==> src/rtl/ldx_pkg.sv <==
package ldx_pkg;
  localparam int ADDR_W  = 24;
  localparam int DATA_W  = 16;
  localparam int PFX_W   = 13;
  localparam int HI_W    = ADDR_W - PFX_W;

  typedef enum logic [1:0] {
    MODE_POSTINC = 2'b00,
    MODE_POSTDEC = 2'b01,
    MODE_PREDEC  = 2'b10,
    MODE_RSVD    = 2'b11
  } ld_mode_e;
endpackage

==> src/rtl/ldx_pfx_acc.sv <==
module ldx_pfx_acc #(
  parameter int PFX_W  = 13,
  parameter int ADDR_W = 24
) (
  input  logic              clk,
  input  logic              rst,
  input  logic              pfx_valid,
  input  logic [PFX_W-1:0]  pfx_imm,
  input  logic              consume,
  output logic [1:0]        cnt,
  output logic [ADDR_W-1:0] imm
);
  localparam int HI_W = ADDR_W - PFX_W;

  logic [PFX_W-1:0] older_q, newer_q;
  logic [1:0]       cnt_q;

  always_ff @(posedge clk) begin
    if (rst) begin
      cnt_q   <= 2'd0;
      older_q <= '0;
      newer_q <= '0;
    end else if (consume) begin
      cnt_q <= 2'd0;
    end else if (pfx_valid) begin
      older_q <= newer_q;
      newer_q <= pfx_imm;
      if (cnt_q != 2'd2) cnt_q <= cnt_q + 2'd1;
    end
  end

  always_comb begin
    case (cnt_q)
      2'd1:    imm = {{HI_W{1'b0}}, newer_q};
      2'd2:    imm = {older_q[HI_W-1:0], newer_q};
      default: imm = '0;
    endcase
  end

  assign cnt = cnt_q;

  assert_cnt_bound_R2: assert property (@(posedge clk) disable iff (rst)
    cnt_q <= 2'd2);
  assert_consume_clears_R7: assert property (@(posedge clk) disable iff (rst)
    consume |=> cnt_q == 2'd0);
  assert_pfx_counts_R2: assert property (@(posedge clk) disable iff (rst)
    (pfx_valid && !consume && cnt_q == 2'd0) |=> cnt_q == 2'd1);
endmodule

==> src/rtl/ldx_addr_gen.sv <==
module ldx_addr_gen
  import ldx_pkg::*;
#(
  parameter int ADDR_W = 24
) (
  input  logic [ADDR_W-1:0] base,
  input  logic [1:0]        mode,
  input  logic [1:0]        pfx_cnt,
  input  logic [ADDR_W-1:0] pfx_imm,
  input  logic              in_slot,
  output logic [ADDR_W-1:0] access_addr,
  output logic [ADDR_W-1:0] new_base,
  output logic              odd
);
  localparam logic [ADDR_W-1:0] HALF_STEP = ADDR_W'(2);

  logic [ADDR_W-1:0] step, sum, diff;

  always_comb begin
    step = (in_slot || pfx_cnt == 2'd0) ? HALF_STEP : pfx_imm;
    sum  = base + step;
    diff = base - step;
    case (ld_mode_e'(mode))
      MODE_POSTDEC: begin access_addr = base; new_base = diff; end
      MODE_PREDEC:  begin access_addr = diff; new_base = diff; end
      default:      begin access_addr = base; new_base = sum;  end
    endcase
    odd = access_addr[0];
  end
endmodule

==> src/rtl/ldx_zext.sv <==
module ldx_zext #(
  parameter int DATA_W = 16,
  parameter int ADDR_W = 24
) (
  input  logic              clk,
  input  logic              rst,
  input  logic              rvalid,
  input  logic [DATA_W-1:0] rdata,
  output logic              dest_we,
  output logic [ADDR_W-1:0] dest
);
  always_ff @(posedge clk) begin
    if (rst) begin
      dest_we <= 1'b0;
      dest    <= '0;
    end else begin
      dest_we <= rvalid;
      if (rvalid) dest <= {{(ADDR_W-DATA_W){1'b0}}, rdata};
    end
  end

  assert_we_follows_R9: assert property (@(posedge clk) disable iff (rst)
    rvalid |=> dest_we);
  assert_upper_zero_R9: assert property (@(posedge clk) disable iff (rst)
    dest_we |-> dest[ADDR_W-1:DATA_W] == '0);
endmodule

==> src/rtl/ldx_addr_unit.sv <==
module ldx_addr_unit
  import ldx_pkg::*;
#(
  parameter int ADDR_W = ldx_pkg::ADDR_W,
  parameter int DATA_W = ldx_pkg::DATA_W,
  parameter int PFX_W  = ldx_pkg::PFX_W
) (
  input  logic              clk,
  input  logic              rst,
  input  logic              pfx_valid_i,
  input  logic [PFX_W-1:0]  pfx_imm_i,
  input  logic              ld_valid_i,
  input  logic [1:0]        ld_mode_i,
  input  logic              slot_i,
  input  logic [ADDR_W-1:0] base_i,
  input  logic              rdata_valid_i,
  input  logic [DATA_W-1:0] rdata_i,
  output logic              rd_req_o,
  output logic [ADDR_W-1:0] rd_addr_o,
  output logic              base_wr_o,
  output logic [ADDR_W-1:0] base_wdata_o,
  output logic              misalign_irq_o,
  output logic              dest_we_o,
  output logic [ADDR_W-1:0] dest_o
);
  logic [1:0]        pfx_cnt;
  logic [ADDR_W-1:0] pfx_imm_w;
  logic [ADDR_W-1:0] acc_addr, nxt_base;
  logic              odd;

  ldx_pfx_acc #(.PFX_W(PFX_W), .ADDR_W(ADDR_W)) u_acc (
    .clk(clk), .rst(rst), .pfx_valid(pfx_valid_i), .pfx_imm(pfx_imm_i),
    .consume(ld_valid_i), .cnt(pfx_cnt), .imm(pfx_imm_w));

  ldx_addr_gen #(.ADDR_W(ADDR_W)) u_gen (
    .base(base_i), .mode(ld_mode_i), .pfx_cnt(pfx_cnt), .pfx_imm(pfx_imm_w),
    .in_slot(slot_i), .access_addr(acc_addr), .new_base(nxt_base), .odd(odd));

  ldx_zext #(.DATA_W(DATA_W), .ADDR_W(ADDR_W)) u_zext (
    .clk(clk), .rst(rst), .rvalid(rdata_valid_i), .rdata(rdata_i),
    .dest_we(dest_we_o), .dest(dest_o));

  always_ff @(posedge clk) begin
    if (rst) begin
      rd_req_o       <= 1'b0;
      base_wr_o      <= 1'b0;
      misalign_irq_o <= 1'b0;
      rd_addr_o      <= '0;
      base_wdata_o   <= '0;
    end else begin
      rd_req_o       <= ld_valid_i;
      base_wr_o      <= ld_valid_i;
      misalign_irq_o <= ld_valid_i & odd;
      if (ld_valid_i) begin
        rd_addr_o    <= {acc_addr[ADDR_W-1:1], 1'b0};
        base_wdata_o <= nxt_base;
      end
    end
  end

  assert_req_wr_pair_R10: assert property (@(posedge clk) disable iff (rst)
    rd_req_o == base_wr_o);
  assert_req_after_load_R10: assert property (@(posedge clk) disable iff (rst)
    ld_valid_i |=> rd_req_o);
  assert_even_addr_R8: assert property (@(posedge clk) disable iff (rst)
    rd_req_o |-> !rd_addr_o[0]);
  assert_irq_with_req_R8: assert property (@(posedge clk) disable iff (rst)
    misalign_irq_o |-> rd_req_o);
endmodule

==> config.mk <==
export PLATFORM = sky130hd
export DESIGN_NAME = ldx_addr_unit
export DESIGN_NICKNAME = d
export VERILOG_FILES = /design/src/rtl/ldx_pkg.sv /design/src/rtl/ldx_pfx_acc.sv /design/src/rtl/ldx_addr_gen.sv /design/src/rtl/ldx_zext.sv /design/src/rtl/ldx_addr_unit.sv
export SDC_FILE = /design/constraint.sdc
export NUM_CORES = 1
export LEC_CHECK = 0
export BUFFER_PORTS_ARGS = -buffer_cell sky130_fd_sc_hd__buf_4
export CAP_MARGIN = 25
export CORE_AREA = 5 5 161 148
export DETAILED_ROUTE_END_ITERATION = 8
export DIE_AREA = 0 0 166 153
export PLACE_DENSITY_LB_ADDON = 0.1
export SYNTH_ARGS = -nofsm -noshare
export SYNTH_HDL_FRONTEND = slang
export SYNTH_SLANG_ARGS = --single-unit
==> constraint.sdc <==
create_clock -name clk -period 4.4 [get_ports clk]
set_clock_uncertainty 0.2 [all_clocks]
set_input_delay 0.66 -clock clk [delete_from_list [all_inputs] [get_ports clk]]
set_output_delay 0.66 -clock clk [all_outputs]
set_load 0.03 [all_outputs]
# Word-level counts from Yosys, hierarchy flattened
# Index checks and enable logic that the tools add are counted.
# op_classes
add_sub_neg,3
eq_ne,5
mux,4
bitwise,2
n_reduce_logical,6
# op_table
operator,n
24-bit two-way mux,3
24-bit one-hot mux with 2 select lines,1
24-bit adder,1
24-bit subtractor,1
2-bit by 1-bit == test with 1-bit output (second input constant),2
2-bit == test (second input constant),2
2-bit AND reduction,2
2-bit OR reduction,2
2-bit by 1-bit adder with 2-bit output (second input constant),1
2-bit logical NOT,1
2-bit != test (second input constant),1
1-bit AND,1
1-bit logical OR,1
1-bit NOT,1
# totals
ff_bits,92
input_bits,61

# Logic depth before layout (Yosys ltp)
# Gate-level depths: netlist of the first run.
# logic_depth
ltp_word,6
ltp_mapped,16

# By module
# A second synthesis of the first run with hierarchy kept.
# unflattened
hier_cells,859
area_unflattened_um2,6967.9
# modules_own_cells
module,n_inst,cells_each,area_each_um2,seq_area_each_um2
ldx_addr_gen,1,489,3337.0,0.0
ldx_addr_unit,1,159,1767.9,980.9
ldx_pfx_acc,1,148,1191.1,520.5
ldx_zext,1,63,671.9,340.3

# Worst setup path before layout of the first run
# Ideal clock, no wire load.
# synth_timing
path_type,register to register
startpoint,"register u_acc.cnt_q[0], in the netlist u_acc.cnt[0]"
endpoint,register base_wdata_o[22]
setup_time_ns,0.125
arrival_ns,3.691
required_time_ns,4.075
setup_slack_ns,0.384
path_stages_with_launch,17
path_buffers,2
path_cell_list,dfxtp_1 > inv_1 > ha_1 > o21ai_0 > nor3_1 > clkbuf_1 > nand2_1 > ha_1 > buf_6 > or4_4 > or4_1 > a311o_1 > a311oi_2 > a31oi_1 > xor2_1 > mux2i_1 > o21ai_1
# synth_between
elab_chain_cells,5
elab_cells_between_ends,9
# synth_lines
item,line_no,text
start: declaration,ldx_pfx_acc.sv:16,logic [1:0] cnt_q;
start signal: assignment,ldx_pfx_acc.sv:28,if (cnt_q != 2'd2) cnt_q <= cnt_q + 2'd1;
"2-bit == test, or another cell as far along",ldx_pfx_acc.sv:33,case (cnt_q)
24-bit one-hot mux with 2 select lines / 1-bit logical OR (equally long branches),"ldx_pfx_acc.sv:33, ldx_addr_gen.sv:20",
24-bit two-way mux *,ldx_addr_gen.sv:20,step = (in_slot || pfx_cnt == 2'd0) ? HALF_STEP : pfx_imm;
24-bit adder / 24-bit subtractor (equally long branches),"ldx_addr_gen.sv:21, ldx_addr_gen.sv:22",
24-bit two-way mux *,ldx_addr_gen.sv:23,case (ld_mode_e'(mode))
end signal: assignment,ldx_addr_unit.sv:56,base_wdata_o <= nxt_base;
end: declaration,ldx_addr_unit.sv:21,"output logic [ADDR_W-1:0] base_wdata_o,"
# Mark *: on every way between the ends. The rest lies on a longest branch, timed or not.
# A chain may end at the register's enable or synchronous reset.

# Worst setup path after layout of the first run
# layout_timing
startpoint,"register u_acc.cnt_q[0], in the netlist u_acc.cnt[0]"
endpoint,register base_wdata_o[20]
# Same word-level chain as after synthesis.

==> results.cfg, run 1 <==
[global_route]
initial_antenna_violation_count = 0
grt_pass1_wl_microns = 35100
first_global_vias = 5987
largest_net_degree_at_the_start_of_global_routing = 64
groute.usage.overall_pct = 17.5
grt_overflow = 0

[detailed_routing]
drt_wl_total_microns = 22500
post_drt_wl_per_cell_microns = 18.0
drt_first_iter_violations = 307
detail-route-antenna-nets = 0
drt_pass1_iterations = 5
vias_per_cell = 4.91
routed-via-count = 6151
route.detailed.drc = 0

[pwr]
leakagePower_nw = 3.64
vdd_ir_max_v = 0.000154
pwr_cell_area_mw_per_mm2 = 299

[sta]
max_freq_mhz = 241
final_min_period_over_clock_period_pct = 94.5
rsz_0062_raised_after_global_routing = no
timing.hold.ws_ps = 257
max_slew.worst_pin.slew_ps = 860
finalSetupViolations = 0
min_period_ps = 4160
final_critical_path_setup_slack_ps = 244
relSlewSlack_pct = 42.6
hold_viol_final = 0
setup_tns_ps = 0
slew_violations = 0

[critical_path]
critical-path-top-delay-family = compound AO/OA/AOI/OAI gates
r2r_cells = 16
timing.critical_path.buf_inv = 2
critical_path.max_fanout = 12
path_cells = inv_1 -> ha_1 -> o21ai_1 -> nor3_1 -> buf_4 -> and2_1 -> ha_1 -> fa_1 -> nor2b_1 -> o211ai_2 -> a311o_1 -> nand3_1 -> or3b_1 -> a2111o_1 -> and3_1 -> o31ai_2
dominant_cell_type_by_count_on_the_critical_path = sky130_fd_sc_hd__ha_1
required_ps = 4480
cpPeakStageDelay_ps = 440
critical_path_class = flip-flop to flip-flop
cpMaxStageDelayCell = sky130_fd_sc_hd__a2111o_1
crit_path_end_kind = flip-flop
worst_setup_path_start_kind = flip-flop
timing.critical_path.depth = 16
cp_data_arrival_time_ps = 4230

[yosys]
synth_cells = 833
synthFlopType = sky130_fd_sc_hd__dfxtp_1
synth_enable_flop_cells = 0
synthDominantAreaCellType = sky130_fd_sc_hd__dfxtp_1
fraction_of_the_mapped_netlist_area_in_simple_logic_gates_pct = 18.7
synth_fa_ha_area_share_pct = 11.7
synth.yosys.seq_area_share_pct = 28.5
synth_xor_xnor_area_share_pct = 5.42
mappedNetlistArea_sq_mm = 0.00646
synth_compound_gate_area_share_pct = 22.9
synth.top_cell.area_share_pct = 28.5
yosys.cell_types.count = 68
synthesis.area_per_instance_sq_um = 7.75
main_combinational_cell_family_by_area_after_synthesis = compound AO/OA/AOI/OAI gates
synth-async-reset-ratio_pct = 0
synthMuxAreaShare_pct = 5.77
synth_seq_cells = 92
synth.yosys.warnings = 0
synth.top_cells.by_area = sky130_fd_sc_hd__dfxtp_1, sky130_fd_sc_hd__ha_1, sky130_fd_sc_hd__nand2_1, sky130_fd_sc_hd__mux2i_1, sky130_fd_sc_hd__a21oi_1

[clock_tree]
holdBufCountCts = 0
clock-root-buffer = sky130_fd_sc_hd__clkbuf_16
insertion_delay_ps = 360
worst_setup_hold_path_clk_slew_ps = 70
clock_tree.htree_level_count = 3
cts_buffers = 9
cts.sinks = 92
max-clock-path-buffers = 2
cts_tree = yes
post_cts_resized = 0
postCtsSetupBuffers = 0

[floorplanning]
die_width_microns = 166
core_region_area_sq_mm = 0.0221
design.portCount = 137
core.rowCount = 52
die_height_microns = 153
design.die.area_sq_mm = 0.0254
initial_core_util_pct = 29.3

[finish]
mostFrequentLayoutCell = sky130_fd_sc_hd__buf_4
num-nets-final = 1072
flow.area_growth_from_synthesis_pct = 25.6
antenna-diode-count = 0
mostFrequentLayoutCells = sky130_fd_sc_hd__buf_4, sky130_fd_sc_hd__nand2_1, sky130_fd_sc_hd__dfxtp_1
non_filler_instance_count_after_layout = 1254
finish.utilization_pct = 36.8
drive_above_1_share_pct = 19.6

[run]
reported_max_cap_violation_count = 0

[placed_design]
placement.setup.worst_slack_ps = 148
numPortBuffers = 127
post-dp-hpwl_microns = 17700
placed_cells = 1238
place_congestion = 0.898

[hold_path]
hold-path-cell-count = 2
worst_hold_path_type = flip-flop to flip-flop

[status]
run_status = finished, final reports clean
-- synth_stat cells, types with 6 or more instances --
master                       n
sky130_fd_sc_hd__nand2_1   115
sky130_fd_sc_hd__dfxtp_1    92
sky130_fd_sc_hd__nor2_1     85
sky130_fd_sc_hd__a21oi_1    64
sky130_fd_sc_hd__ha_1       57
sky130_fd_sc_hd__inv_1      48
sky130_fd_sc_hd__o21ai_0    40
sky130_fd_sc_hd__mux2i_1    35
sky130_fd_sc_hd__xnor2_1    35
sky130_fd_sc_hd__clkbuf_1   32
sky130_fd_sc_hd__a211oi_1   20
sky130_fd_sc_hd__nor3_1     15
sky130_fd_sc_hd__a21o_1     13
sky130_fd_sc_hd__nand3_1    13
sky130_fd_sc_hd__o21bai_1   11
sky130_fd_sc_hd__a31oi_1    10
sky130_fd_sc_hd__buf_4      10
sky130_fd_sc_hd__nand2b_1    9
sky130_fd_sc_hd__o21a_1      9
sky130_fd_sc_hd__nor2b_1     8
sky130_fd_sc_hd__buf_1       7
sky130_fd_sc_hd__buf_2       7
sky130_fd_sc_hd__o211ai_1    6
-- worst paths after layout --
| check | from | to | slack [ps] |
|---|---|---|---|
| worst max-delay path | u_acc.cnt[0] | base_wdata_o[20] | 240 |
| worst min-delay path | rd_addr_o[13] | rd_addr_o[13] | 260 |
| worst max register to register | u_acc.cnt[0] | base_wdata_o[20] | 240 |
| worst min register to register | rd_addr_o[13] | rd_addr_o[13] | 260 |
-- state kept, by name, indices dropped and copies added (netlist names) --
| name | flops |
|---|---|
| u_acc.older_q | 11 |
| rd_addr_o | 23 |
| u_acc.newer_q | 13 |
| misalign_irq_o | 1 |
| base_wr_o | 1 |
| base_wdata_o | 24 |
| u_zext.dest | 16 |
| u_zext.dest_we | 1 |
| u_acc.cnt | 2 |
-- logic make-up (layout without fill, tap and decap cells) --
| group | after synthesis | count (layout) |
|---|---|---|
| AND/OR/NAND/NOR | 274 | 274 |
| AO/OA/AOI/OAI | 224 | 224 |
| buffers and inverters | 106 | 222 |
| flip-flops | 92 | 92 |
| adder cells (fa/ha/maj) | 59 | 59 |
| XOR/XNOR | 40 | 40 |
| multiplexers | 37 | 37 |
| other | 1 | 9 |
-- per-stage QoR --
| step | power (mW) | instance area, sq um |
|---|---|---|
| finish | 2.43 | 8110 |
| global route | 2.55 | 8110 |
| CTS | 2.47 | 8110 |
| detailed placement | 1.57 | 7770 |
| global placement | 1.57 | 7770 |
| floorplan | 1.33 | 6490 |
-- worst register-to-register path, cell delays in order, from the launching register on --
cell and delay, ps:
sky130_fd_sc_hd__dfxtp_2 350, sky130_fd_sc_hd__inv_1 60, sky130_fd_sc_hd__ha_1 320, sky130_fd_sc_hd__o21ai_1 100, sky130_fd_sc_hd__nor3_1 60, sky130_fd_sc_hd__buf_4 180
sky130_fd_sc_hd__and2_1 190, sky130_fd_sc_hd__ha_1 230, sky130_fd_sc_hd__fa_1 410, sky130_fd_sc_hd__nor2b_1 170, sky130_fd_sc_hd__o211ai_2 230, sky130_fd_sc_hd__a311o_1 250
sky130_fd_sc_hd__nand3_1 100, sky130_fd_sc_hd__or3b_1 410, sky130_fd_sc_hd__a2111o_1 440, sky130_fd_sc_hd__and3_1 180, sky130_fd_sc_hd__o31ai_2 200
-- where the power goes --
part	total, mW	internal [mW]	switching (mW)
clock	0.881	0.519	0.363
sequential	0.918	0.887	0.0310
combinational	0.629	0.246	0.383
-- layout make-up --
cell class,count,area [sq um]
Fill cell,2383,13900
Multi-Input combinational cell,643,4200
Sequential cell,92,1840
Inverter,49,184
Clock inverter,6,93.8
Tap cell,297,372
Timing Repair Buffer,157,1180
Clock buffer,10,239
-- layer usage --
metal	wire (microns)	GRT usage [%]	vias up
met4	358	4.48	0
met2	9950	27.2	140
li1	-	-	3118
met5	0	0	-
met3	901	3.15	21
met1	11300	25.0	2872
(Power assumes the default switching activity.)
==> run 2: changes to the inputs <==
==> constraint.sdc (replaced) <==
create_clock -name clk -period 4.4 [get_ports clk]
set_clock_uncertainty 0.2 [all_clocks]
set_input_delay 1.1 -clock clk [delete_from_list [all_inputs] [get_ports clk]]
set_output_delay 1.1 -clock clk [all_outputs]
set_load 0.03 [all_outputs]
==> results.cfg, run 2 (synthesis gave the netlist of run 1 again) <==
[status]
run_status = finished, final reports clean

[floorplanning]
die_width_microns = 166
core_region_area_sq_mm = 0.0221
design.portCount = 137
initial_core_util_pct = 29.3
design.die.area_sq_mm = 0.0254
core.rowCount = 52
die_height_microns = 153

[placed_design]
place_congestion = 0.876
post-dp-hpwl_microns = 18300
placed_cells = 1290
placement.setup.worst_slack_ps = -112
numPortBuffers = 127

[detailed_routing]
wl_met2_microns = 10500
dr.max_layer_used = met4
routed-via-count = 6397
vias_per_cell = 4.89
drt_pass1_iterations = 5
post_drt_wl_per_cell_microns = 17.7
wirelength_met1_microns = 11500
drt_wl_total_microns = 23100
drt_first_iter_violations = 266
route.detailed.drc = 0
met3_length_microns = 925
detail-route-antenna-nets = 0

[sta]
max_freq_mhz = 234
rsz_0062_raised_after_global_routing = no
finalSetupViolations = 0
relSlewSlack_pct = 45.0
slew_violations = 0
final_critical_path_setup_slack_ps = 135
hold_viol_final = 0
max_slew.worst_pin.slew_ps = 823
final_min_period_over_clock_period_pct = 96.9
timing.hold.ws_ps = 258
min_period_ps = 4270

[critical_path]
critical_path_class = input port to flip-flop
r2r_setup_slack_ps = 230
worst_setup_path_start_kind = input port
required_ps = 4440
crit_path_end_kind = flip-flop
r2r_cells = 16
worst_r2r_endpoint = base_wdata_o[22]
reg2reg_from = u_acc.cnt[0]
cp_data_arrival_time_ps = 4310
critical_path.max_fanout = 11

[pwr]
pwr_cell_area_mw_per_mm2 = 282
leakagePower_nw = 3.88
vdd_ir_max_v = 0.000133

[global_route]
grt_pass1_wl_microns = 35800
first_global_vias = 6175
groute.usage.overall_pct = 17.7
grt_overflow = 0
initial_antenna_violation_count = 0
largest_net_degree_at_the_start_of_global_routing = 44

[finish]
flow.area_growth_from_synthesis_pct = 31.4
antenna-diode-count = 0
multi_input_area_sq_mm = 0.00421
n_fill_cell = 2371
drive_above_1_share_pct = 24.0
largest_register = base_wdata_o
mostFrequentLayoutCells = sky130_fd_sc_hd__buf_4, sky130_fd_sc_hd__nand2_1, sky130_fd_sc_hd__dfxtp_1
register_area_sq_mm = 0.00184
non_filler_instance_count_after_layout = 1307
biggest_registers_after_layout = base_wdata_o x24, rd_addr_o x23, u_zext.dest x16
num-nets-final = 1125
largest_reg_flops = 24
mostFrequentLayoutCell = sky130_fd_sc_hd__buf_4

[run]
reported_max_cap_violation_count = 0

[clock_tree]
holdBufCountCts = 0
cts_tree = yes
clock-root-buffer = sky130_fd_sc_hd__clkbuf_16
cts.sinks = 92
max-clock-path-buffers = 2
worst_setup_hold_path_clk_slew_ps = 70
cts_buffers = 9
clock_tree.htree_level_count = 3
insertion_delay_ps = 350

[hold_path]
worst_min_delay_path_endpoint = u_acc.older_q[4]
worst_hold_path_type = flip-flop to flip-flop
worstHoldStart = u_acc.older_q[4]
hold-path-cell-count = 2
## run 2: routing by layer
metal  vias to the layer above  GRT usage, %
li1                       3228             -
met2                       143          28.3
met1                      3013          25.4
met3                        13          2.94
met4                         0          3.14
met5                         -             0
## run 2: worst max-delay path, cell delays in order
cell and delay, ps:
sky130_fd_sc_hd__buf_4 120, sky130_fd_sc_hd__nor3_1 170, sky130_fd_sc_hd__buf_4 210, sky130_fd_sc_hd__nand2_1 110, sky130_fd_sc_hd__ha_1 330, sky130_fd_sc_hd__or4_4 570
sky130_fd_sc_hd__or4_1 450, sky130_fd_sc_hd__a311o_1 310, sky130_fd_sc_hd__buf_4 140, sky130_fd_sc_hd__a311oi_2 290, sky130_fd_sc_hd__a31oi_1 160, sky130_fd_sc_hd__xor2_1 160
sky130_fd_sc_hd__mux2i_1 140, sky130_fd_sc_hd__o21ai_1 70
## run 2: layout make-up
type | count | share of cell area, %
multi-input combinational | 643 | 49.6
sequential | 92 | 21.7
timing repair buffer | 210 | 18.6
tap | 297 | 4.38
clock buffer | 10 | 2.70
inverter | 49 | 2.17
clock inverter | 6 | 0.826
## run 2: worst max-delay path by stage
| stage | from | end | cells after the start |
|---|---|---|---|
| floorplan | slot_i | base_wdata_o[22] | 13 |
| global placement | slot_i | base_wdata_o[20] | 14 |
| detailed placement | slot_i | base_wdata_o[20] | 14 |
| CTS | u_acc.cnt[0] | base_wdata_o[20] | 16 |
| global route | slot_i | base_wdata_o[22] | 14 |
| finish | slot_i | base_wdata_o[22] | 14 |
## run 2: power by group
part / switching, mW / internal, mW / total, mW / leakage (nW)
Clock: 0.368 / 0.448 / 0.816 / 0.148
Sequential: 0.0307 / 0.887 / 0.917 / 0.758
Combinational: 0.390 / 0.269 / 0.659 / 2.98
Total: 0.789 / 1.60 / 2.39 / 3.88
## run 2: through the flow
stage	total power [mW]	utilization (%)	TNS, ps	area [sq um]
global route	2.51	38.5	0	8490
floorplan	1.33	-	0	6490
finish	2.39	38.5	0	8490
global placement	1.60	37.0	-109	8160
CTS	2.43	38.4	0	8460
detailed placement	1.60	37.0	-249	8160
## run 2: repair_timing
action                     CTS  global route
setup buffers                0             1
gates resized for setup      0             6
setup endpoints to repair    0             4
